<file path="src/rtl/hfl_pkg.sv">
package hfl_pkg;

  typedef struct packed {
    logic hi;
    logic lo;
  } gate_pair_t;

  localparam int unsigned NUM_PRI_LEGS = 4;
  localparam int unsigned NUM_PHASES   = 3;

endpackage

</file>
<file path="src/rtl/hfl_timebase.sv">
module hfl_timebase #(
  parameter int unsigned HALF_TICKS = 2500,
  parameter int unsigned CW         = $clog2(2 * HALF_TICKS)
) (
  input  logic          clk,
  input  logic          rst_n,
  output logic [CW-1:0] cnt,
  output logic          at_last
);
  localparam int unsigned PERIOD = 2 * HALF_TICKS;

  assign at_last = (cnt == CW'(PERIOD - 1));

  always_ff @(posedge clk or negedge rst_n) begin
    if (!rst_n)       cnt <= '0;
    else if (at_last) cnt <= '0;
    else              cnt <= cnt + 1'b1;
  end
endmodule

</file>
<file path="src/rtl/hfl_phase_shift.sv">
module hfl_phase_shift #(
  parameter int unsigned HALF_TICKS = 2500,
  parameter int unsigned MOD_W      = 12,
  parameter int unsigned CW         = $clog2(2 * HALF_TICKS)
) (
  input  logic             clk,
  input  logic             rst_n,
  input  logic             load,
  input  logic [MOD_W-1:0] mod,
  input  logic [CW-1:0]    cnt,
  output logic             want_hi
);
  localparam int unsigned PERIOD = 2 * HALF_TICKS;
  localparam int unsigned PW     = MOD_W + CW;

  logic [PW-1:0] prod;
  logic [CW-1:0] delay_q;
  logic [CW:0]   pos;

  // fraction times half period, floor
  assign prod = {{CW{1'b0}}, mod} * PW'(HALF_TICKS);

  always_ff @(posedge clk or negedge rst_n) begin
    if (!rst_n)    delay_q <= '0;
    else if (load) delay_q <= prod[MOD_W +: CW];
  end

  // position of this leg inside its own delayed period
  always_comb begin
    if (cnt >= delay_q) pos = {1'b0, cnt} - {1'b0, delay_q};
    else                pos = {1'b0, cnt} + (CW+1)'(PERIOD) - {1'b0, delay_q};
  end

  assign want_hi = (pos < (CW+1)'(HALF_TICKS));
endmodule

</file>
<file path="src/rtl/hfl_deadband.sv">
module hfl_deadband
  import hfl_pkg::*;
#(
  parameter int unsigned DT_W = 8
) (
  input  logic            clk,
  input  logic            rst_n,
  input  logic            clr,
  input  logic            want_hi,
  input  logic [DT_W-1:0] dead_cyc,
  output gate_pair_t      gate
);
  logic [DT_W-1:0] idle_q;
  logic            hi_q, lo_q;
  logic            gap_ok;

  assign gap_ok = !hi_q && !lo_q && (idle_q >= dead_cyc);

  always_ff @(posedge clk or negedge rst_n) begin
    if (!rst_n) begin
      hi_q   <= 1'b0;
      lo_q   <= 1'b0;
      idle_q <= '0;
    end else if (clr) begin
      hi_q   <= 1'b0;
      lo_q   <= 1'b0;
      idle_q <= '0;
    end else begin
      hi_q <= want_hi  && (hi_q || gap_ok);
      lo_q <= !want_hi && (lo_q || gap_ok);
      if (hi_q || lo_q)     idle_q <= '0;
      else if (~&idle_q)    idle_q <= idle_q + 1'b1;
    end
  end

  assign gate.hi = hi_q;
  assign gate.lo = lo_q;
endmodule

</file>
<file path="src/rtl/hfl_gate_gen.sv">
module hfl_gate_gen
  import hfl_pkg::*;
#(
  parameter int unsigned HALF_TICKS = 2500,
  parameter int unsigned MOD_W      = 12,
  parameter int unsigned DT_W       = 8
) (
  input  logic             clk,
  input  logic             rst_n,
  input  logic             en,
  input  logic [DT_W-1:0]  dead_cyc,
  input  logic [MOD_W-1:0] mod_a,
  input  logic [MOD_W-1:0] mod_b,
  input  logic [MOD_W-1:0] mod_c,
  input  logic [2:0]       sign_abc,
  output logic [3:0]       pri_hi,
  output logic [3:0]       pri_lo,
  output logic [2:0]       sec_hi,
  output logic [2:0]       sec_lo
);
  localparam int unsigned CW = $clog2(2 * HALF_TICKS);

  logic [CW-1:0]    cnt;
  logic             at_last;
  logic             run_q, run_d;
  logic             clr;
  logic [MOD_W-1:0] leg_mod [NUM_PRI_LEGS];
  logic [NUM_PRI_LEGS-1:0] leg_want;
  logic [NUM_PHASES-1:0]   sgn_q;

  hfl_timebase #(.HALF_TICKS(HALF_TICKS), .CW(CW)) u_tb (
    .clk(clk), .rst_n(rst_n), .cnt(cnt), .at_last(at_last)
  );

  // run starts only on a period boundary, stops at once
  always_ff @(posedge clk or negedge rst_n) begin
    if (!rst_n) begin
      run_q <= 1'b0;
      run_d <= 1'b0;
      sgn_q <= '0;
    end else begin
      if (!en)          run_q <= 1'b0;
      else if (at_last) run_q <= 1'b1;
      run_d <= run_q;
      if (at_last) sgn_q <= sign_abc;
    end
  end

  // one extra held cycle keeps the first release on the normal dead-time grid
  assign clr = !(run_q && run_d);

  assign leg_mod[0] = '0;
  assign leg_mod[1] = mod_a;
  assign leg_mod[2] = mod_b;
  assign leg_mod[3] = mod_c;

  for (genvar i = 0; i < NUM_PRI_LEGS; i++) begin : g_pri
    gate_pair_t pair;
    hfl_phase_shift #(.HALF_TICKS(HALF_TICKS), .MOD_W(MOD_W), .CW(CW)) u_ps (
      .clk(clk), .rst_n(rst_n), .load(at_last), .mod(leg_mod[i]),
      .cnt(cnt), .want_hi(leg_want[i])
    );
    hfl_deadband #(.DT_W(DT_W)) u_db (
      .clk(clk), .rst_n(rst_n), .clr(clr), .want_hi(leg_want[i]),
      .dead_cyc(dead_cyc), .gate(pair)
    );
    assign pri_hi[i] = pair.hi;
    assign pri_lo[i] = pair.lo;
  end

  for (genvar j = 0; j < NUM_PHASES; j++) begin : g_sec
    gate_pair_t pair;
    hfl_deadband #(.DT_W(DT_W)) u_db (
      .clk(clk), .rst_n(rst_n), .clr(clr), .want_hi(sgn_q[j]),
      .dead_cyc(dead_cyc), .gate(pair)
    );
    assign sec_hi[j] = pair.hi;
    assign sec_lo[j] = pair.lo;
  end
endmodule

</file>
<file path="config.mk">
export PLATFORM = sky130hd
export DESIGN_NAME = hfl_gate_gen
export DESIGN_NICKNAME = d
export VERILOG_FILES = /design/src/rtl/hfl_pkg.sv /design/src/rtl/hfl_timebase.sv /design/src/rtl/hfl_phase_shift.sv /design/src/rtl/hfl_deadband.sv /design/src/rtl/hfl_gate_gen.sv
export SDC_FILE = /design/constraint.sdc
export NUM_CORES = 1
export LEC_CHECK = 0
export ABC_AREA = 1
export ABC_CLOCK_PERIOD_IN_PS = 7100
export BUFFER_PORTS_ARGS = -buffer_cell sky130_fd_sc_hd__buf_2
export CAP_MARGIN = 20
export CELL_PAD_IN_SITES_DETAIL_PLACEMENT = 1
export CELL_PAD_IN_SITES_GLOBAL_PLACEMENT = 2
export CORE_AREA = 2 2 277 279
export CTS_CLUSTER_SIZE = 30
export DETAILED_ROUTE_END_ITERATION = 10
export DIE_AREA = 0 0 279 281
export PLACE_DENSITY = 0.77
export SKIP_LAST_GASP = 1
export SYNTH_ARGS = -nofsm -noshare
export SYNTH_HDL_FRONTEND = slang
export SYNTH_HIERARCHICAL = 1
export SYNTH_SLANG_ARGS = --single-unit
export TNS_END_PERCENT = 30
</file>
<file path="constraint.sdc">
create_clock -name clk -period 7.1 [get_ports clk]
set_clock_uncertainty 0.1 [all_clocks]
set_input_delay 0.355 -clock clk [delete_from_list [all_inputs] [get_ports clk]]
set_output_delay 0.355 -clock clk [all_outputs]
set_load 0.05 [all_outputs]
</file>
==> results_dict.tcl, run 1 <==
set metrics [dict create \
    status "finished clean" \
    max_freq_mhz 261 \
    crit_required_ns 7.35 \
    cts_hold_buf 5 \
    synth_area_leaders "ha_1 (22%), dfrtp_1 (15%), nand2_1 (14%)" \
    swShare_pct 45.2 \
    grt_max_degree 89 \
    finalInstanceArea_um2 24700 \
    rsz0062_at_grt "false" \
    synthMuxAreaShare_pct 0 \
    post-route-period-util_pct 53.9 \
    clkLatencyLatePin_ns 0.49 \
    ant_nets 0 \
    yosys_warnings 6 \
    synthSimpleGateAreaFrac_pct 30.3 \
    hp-class "register to register" \
    place_area_um2 24100 \
    final-hold-violation-count 0 \
    pre_cts_ws_ns 2.76 \
    n_antenna_cell 0 \
    path_class "input pin to register" \
    finalSetupViolations 0 \
    pwr-share-comb_pct 57.5 \
    htree_levels 4 \
    p_int_mw 2.20 \
    ios 64 \
    arrival_ns 4.07 \
    cts_root_buffer "clkbuf_16" \
    synth_edf_count 0 \
    cts_setup_buffers 0 \
    route.detailed.drc 0 \
    ys_types 47 \
    num-nets-final 3951 \
    dr_wl_met2_um 29200 \
    place_congestion 0.813 \
    finalCriticalPeriod_ns 3.83 \
    final_core_util_pct 32.8 \
    synth_top_area_cell "ha_1" \
    fin_cells 4376 \
    synth_compound_area_share_pct 8.50 \
    fin_ws_ns 3.27 \
    routed.top_layer "met4" \
    antenna_found_initial 1 \
    grt_pass1_wl_um 106000 \
    row_count 101 \
    reg2reg_slack_ns 3.53 \
    whs_path_depth 0 \
    crit_path_end_kind "register" \
    track_usage_pct 16.7 \
    slew_headroom_pct 39.1 \
    ir_drop_v 0.000148 \
    dr.pass1.iters 5 \
    grt_pass1_vias 21000 \
    min_from "run_q" \
    cts_buffers 17 \
    ys_seq_area_share_pct 15.2 \
    cts_tree "done" \
    wirelength_um 62600 \
    wl_met1_um 31900 \
    cap_violations 0 \
    clk_pin_slew_ns 0.07 \
    syn_to_final_growth_pct 10.2 \
    p_per_area_nw_per_um2 162 \
    syn_inst 3263 \
    viasPerCell 4.65 \
    p_switching_mw 1.81 \
    wl_per_cell_um 14.3 \
    path_max_fanout 5 \
    die-area_um2 78400 \
    start_util_pct 29.8 \
    vias 20300 \
    die_x_um 279 \
    critPathLaunchType "input pin" \
    whs_endpoint "run_d" \
    synthMostInstantiatedCell "nand2_1" \
    cts_resized 0 \
    setup_tns_ns 0 \
    dieHeight_um 281 \
    cts_buffer_depth 2 \
    drtIter0Drc 707 \
    placed_cells_incl_taps 4339 \
    ys_async_sr_fraction_pct 100 \
    netlist_area_um2 22500 \
    worst_pin_slew_ns 0.914 \
    wl_met3_um 975 \
    yosys.area_share.adder_pct 32.6 \
    drive_above_1_share_pct 6.56 \
    synth_top_area_share_pct 22.3 \
    gr-total-overflow 0 \
    dp_hpwl_um 52900 \
    worstReg2RegStart "u_tb/cnt[5]" \
    final_max_slew_viol_count 0 \
    ys_top_cells_by_count "nand2_1 (838), inv_1 (673), ha_1 (400)" \
    p_seq_share_pct 19.3 \
    synth_top_family_by_area "adder cells" \
    p_clk_share_pct 23.2 \
    avgSynthCellArea_um2 6.88 \
    synthXorXnorAreaFrac_pct 1.25 \
    fp.coreArea_um2 75400 \
    worst_r2r_path_depth 15 \
    r2r-end "g_pri[0].u_db/lo_q" \
    synth_seq_cells 136 \
    synthFlopType "dfrtp_1" \
    p_leak_nw 14.5 \
    port_buffers 63 \
    cts_num_sinks 136 \
]
-- state kept, by name, indices dropped and copies added, names as in the netlist --
register	flops
g_pri.u_db/hi_q	4
g_sec.u_db/idle_q	24
run_d	1
g_pri.u_db/idle_q	32
g_sec.u_db/hi_q	3
u_tb/cnt	13
g_sec.u_db/lo_q	3
run_q	1
g_pri.u_ps/delay_q	48
g_pri.u_db/lo_q	4
sgn_q	3
-- worst max path at each step --
stage          slack (ns)                         to  cells past startpoint  startpoint
2_1_floorplan        3.24   g_pri[3].u_ps/delay_q[5]                     17    mod_c[4]
4_1_cts              3.30  g_pri[1].u_ps/delay_q[11]                     18    mod_a[5]
5_1_grt              3.02  g_pri[1].u_ps/delay_q[11]                     18    mod_a[5]
6_report             3.27  g_pri[1].u_ps/delay_q[11]                     18    mod_a[5]
3_3_place_gp         2.84   g_pri[2].u_ps/delay_q[5]                     18    mod_b[4]
3_5_place_dp         2.76  g_pri[1].u_ps/delay_q[11]                     18    mod_a[5]
-- stage by stage --
step                power, mW  hold slack (ns)
floorplan                2.53          -0.0406
global placement         3.00            0.295
detailed placement       3.01            0.290
CTS                      3.99            0.309
global route             4.49            0.323
finish                   4.02            0.309
-- logic make-up (layout without fill, tap and decap cells) --
family	Yosys count	count (layout)
and+or+nand+nor	1537	1537
other	1	52
DFF	136	136
adders and majority gates	516	516
xor gates and xnor gates	32	32
AOI/OAI and AO/OA	335	335
buffers and inverters	706	790
-- layout make-up --
class	instances	area, um2
sequential	136	3400
tap	978	1220
inverter	683	2570
timing repair buffer	75	424
fill	9551	50700
clock inverter	12	134
clock buffer	20	457
multi-input combinational	2472	16500
-- layer usage --
layer	up-vias	global-route usage [%]
met4	0	2.65
li1	10500	-
met2	127	28.5
met5	-	0
met3	35	2.18
met1	9642	22.7
-- layout by cell type, fill, tap and decap left out, drive strengths merged, types with 3 or more instances in the layout --
master and count:
clkinv 4, o31ai 3, nand4 62, or2 11, fa 116, conb 52
ha 400, dlygate4sd3 5, nand3 272, and2 5, a21o 14, nand3b 21
xnor2 17, a211oi 8, buf 70, xor2 15, clkbuf 20, inv 688
a21oi 137, o21bai 22, a21boi 5, dfrtp 136, nand2 872, o21ai 116
a22oi 7, a2bb2oi 7, nor3 24, a31oi 8, nor2 269, o21a 7
-- critical path, cell delays in order --
cell and delay [ns]:
buf_2 0.14, inv_1 0.10, fa_1 0.54, inv_1 0.04
ha_1 0.29, fa_1 0.48, ha_1 0.33, fa_1 0.47
ha_1 0.38, nand2_1 0.11, o21ai_0 0.25, a21oi_1 0.11
nand2_1 0.13, nand2_1 0.08, nand2_1 0.06, nand2_1 0.05
nand3_1 0.05, o21ai_0 0.08
-- power by group through the flow --
| stage | sequential (mW) | combinational (mW) | clock (mW) |
|---|---|---|---|
| 6_report | 0.775 | 2.31 | 0.933 |
| 5_1_grt | 0.774 | 2.71 | 1.00 |
| 4_1_cts | 0.774 | 2.24 | 0.979 |
| 3_5_place_dp | 0.789 | 2.22 | 0 |
| 3_3_place_gp | 0.789 | 2.21 | 0 |
| 2_1_floorplan | 0.789 | 1.74 | 0 |
No activity file was read; power rests on OpenSTA's default activity.
==> run 2, diff against run 1 <==
--- a/config.mk
+++ b/config.mk
@@ -6,7 +6,7 @@
 export NUM_CORES = 1
 export LEC_CHECK = 0
 export ABC_AREA = 1
-export ABC_CLOCK_PERIOD_IN_PS = 7100
+export ABC_CLOCK_PERIOD_IN_PS = 3900
 export BUFFER_PORTS_ARGS = -buffer_cell sky130_fd_sc_hd__buf_2
 export CAP_MARGIN = 20
 export CELL_PAD_IN_SITES_DETAIL_PLACEMENT = 1
==> constraint.sdc (replaced) <==
create_clock -name clk -period 3.9 [get_ports clk]
set_clock_uncertainty 0.1 [all_clocks]
set_input_delay 0.195 -clock clk [delete_from_list [all_inputs] [get_ports clk]]
set_output_delay 0.195 -clock clk [all_outputs]
set_load 0.05 [all_outputs]
==> run 2 against run 1 <==
Against the previous run: sequential power rose by 82%; first-iteration DRC count rose by 0.71%; non-clock buffer count rose by 74; sequential cell count did not move; global-route usage fell by 0.080 points; combinational power rose by 100%; total power rose by 94%; hold slack got worse by 0.11 ns; wire length rose by 0.13%; worst setup slack got worse by 2.9 ns; final area rose by 2.4%; sequential share of layout area fell by 0.32 points.
==> results_dict.tcl, run 2 (same netlist as run 1, synthesis figures left out) <==
set metrics [dict create \
    status "finished clean" \
    n_antenna_cell 0 \
    largest_reg_flops 48 \
    mostFrequentLayoutCell "nand2_1" \
    fp.coreArea_um2 75400 \
    crit_path_end_kind "register" \
    clk_pin_slew_ns 0.07 \
    path_class "register to register" \
    cts_resized 0 \
    ant_nets 0 \
    arrival_ns 3.79 \
    crit_required_ns 4.16 \
    final_cell_mix "nand2_1 (838), inv_1 (673), ha_1 (400)" \
    worst_pin_slew_ns 0.943 \
    row_count 101 \
    gr-total-overflow 0 \
    dr.pass1.iters 5 \
    fill_cells 9598 \
    cts_hold_buf 5 \
    rsz0062_at_grt "false" \
    place_congestion 0.800 \
    cap_violations 0 \
    drtIter0Drc 712 \
    pre_cts_ws_ns -0.122 \
    finalCriticalPeriod_ns 3.52 \
    track_usage_pct 16.6 \
    cts_buffer_depth 2 \
    ios 64 \
    die-area_um2 78400 \
    cts_root_buffer "clkbuf_16" \
    final-hold-violation-count 0 \
    dp_hpwl_um 53700 \
    grt_max_degree 94 \
    start_util_pct 29.8 \
    p_leak_nw 14.9 \
    clkLatencyLatePin_ns 0.48 \
    crit_top_cell "nand2_1" \
    path_max_fanout 7 \
    seqCellArea_um2 3400 \
    drive_above_1_share_pct 8.55 \
    dieHeight_um 281 \
    slew_headroom_pct 37.1 \
    cts_buffers 17 \
    finalSetupViolations 0 \
    cts_num_sinks 136 \
    antenna_found_initial 0 \
    hp-class "input pin to register" \
    max_freq_mhz 284 \
    ir_drop_v 0.000372 \
    cts_setup_buffers 0 \
    critPathLaunchType "register" \
    wl_per_cell_um 14.1 \
    route.detailed.drc 0 \
    final_max_slew_viol_count 0 \
    grt_pass1_vias 20900 \
    multi_input_area_um2 16500 \
    syn_to_final_growth_pct 12.8 \
    fin_ws_ns 0.378 \
    setup_tns_ns 0 \
    critPathMaxStageDelay_ns 0.61 \
    path_cells "ha_1 -> inv_1 -> fa_1 -> nor2_1 -> nand2_1 -> nand2_1 -> nand2_1 -> nand2_1 -> nand2_1 -> nand2_1 -> nand4_1 -> nand3_1 -> nand2_1 -> nor2_1 -> or2_2 -> a21oi_1" \
    reg.largest.list "g_pri.u_ps/delay_q: 48 flops, g_pri.u_db/idle_q: 32 flops, g_sec.u_db/idle_q: 24 flops" \
    slowest_stage "dfrtp_1" \
    whs_ns 0.199 \
    htree_levels 4 \
    num-nets-final 4025 \
    grt_pass1_wl_um 106000 \
    port_buffers 63 \
    die_x_um 279 \
    post-route-period-util_pct 90.3 \
    viasPerCell 4.60 \
    cts_tree "done" \
    p_per_area_nw_per_um2 308 \
    top_register "g_pri.u_ps/delay_q" \
    wirelength_um 62700 \
    vias 20500 \
    total_power_mw 7.79 \
]
==> run 2: area by class of cell <==
| type | instances | area share, % |
|---|---|---|
| clock buffer | 20 | 1.80 |
| sequential | 136 | 13.4 |
| clock inverter | 12 | 0.504 |
| tap | 978 | 4.83 |
| inverter | 683 | 10.2 |
| timing repair buffer | 149 | 4.02 |
| multi-input combinational | 2472 | 65.2 |
==> run 2: per-layer routing <==
layer | GRT usage, % | routed length [um] | up-vias
met4 | 3.10 | 663 | 0
li1 | - | - | 10700
met5 | 0 | 0 | -
met1 | 22.5 | 31700 | 9646
met2 | 28.5 | 29300 | 117
met3 | 1.84 | 1040 | 30
==> run 2: worst paths after layout <==
check,startpoint,slack (ns),endpoint,cells past startpoint
worst max-delay path,u_tb/cnt[2],0.38,g_pri[2].u_db/lo_q,16
worst min-delay path,mod_b[11],0.20,g_pri[2].u_ps/delay_q[11],6
worst max register to register,u_tb/cnt[2],0.38,g_pri[2].u_db/lo_q,16
worst min register to register,run_q,0.31,run_d,0
max in group asynchronous,rst_n,2.59,g_pri[0].u_ps/delay_q[2],3
min in group asynchronous,rst_n,0.29,g_sec[1].u_db/idle_q[2],2
==> run 2: worst max-delay path: cells and delay by family (launching register included) <==
kind | cells | cell delay [ns]
and+or+nand+nor | 12 | 1.56
adders and majority gates | 2 | 0.98
buffers and inverters | 1 | 0.09
DFF | 1 | 0.61
AOI/OAI and AO/OA | 1 | 0.03
==> run 2: through the flow <==
step,std cells,util [%],cell area [um2]
global route,4450,33.6,25300
detailed placement,4413,32.7,24700
global placement,4413,32.7,24700
floorplan,3314,-,22600
CTS,4450,33.6,25300
finish,4450,33.6,25300
==> run 2: report_power, final <==
part	internal (mW)	switching [mW]	leakage, nW
clock	0.930	0.757	0.291
sequential	1.41	0.0000000000000000304	1.62
combinational	2.09	2.60	13.0
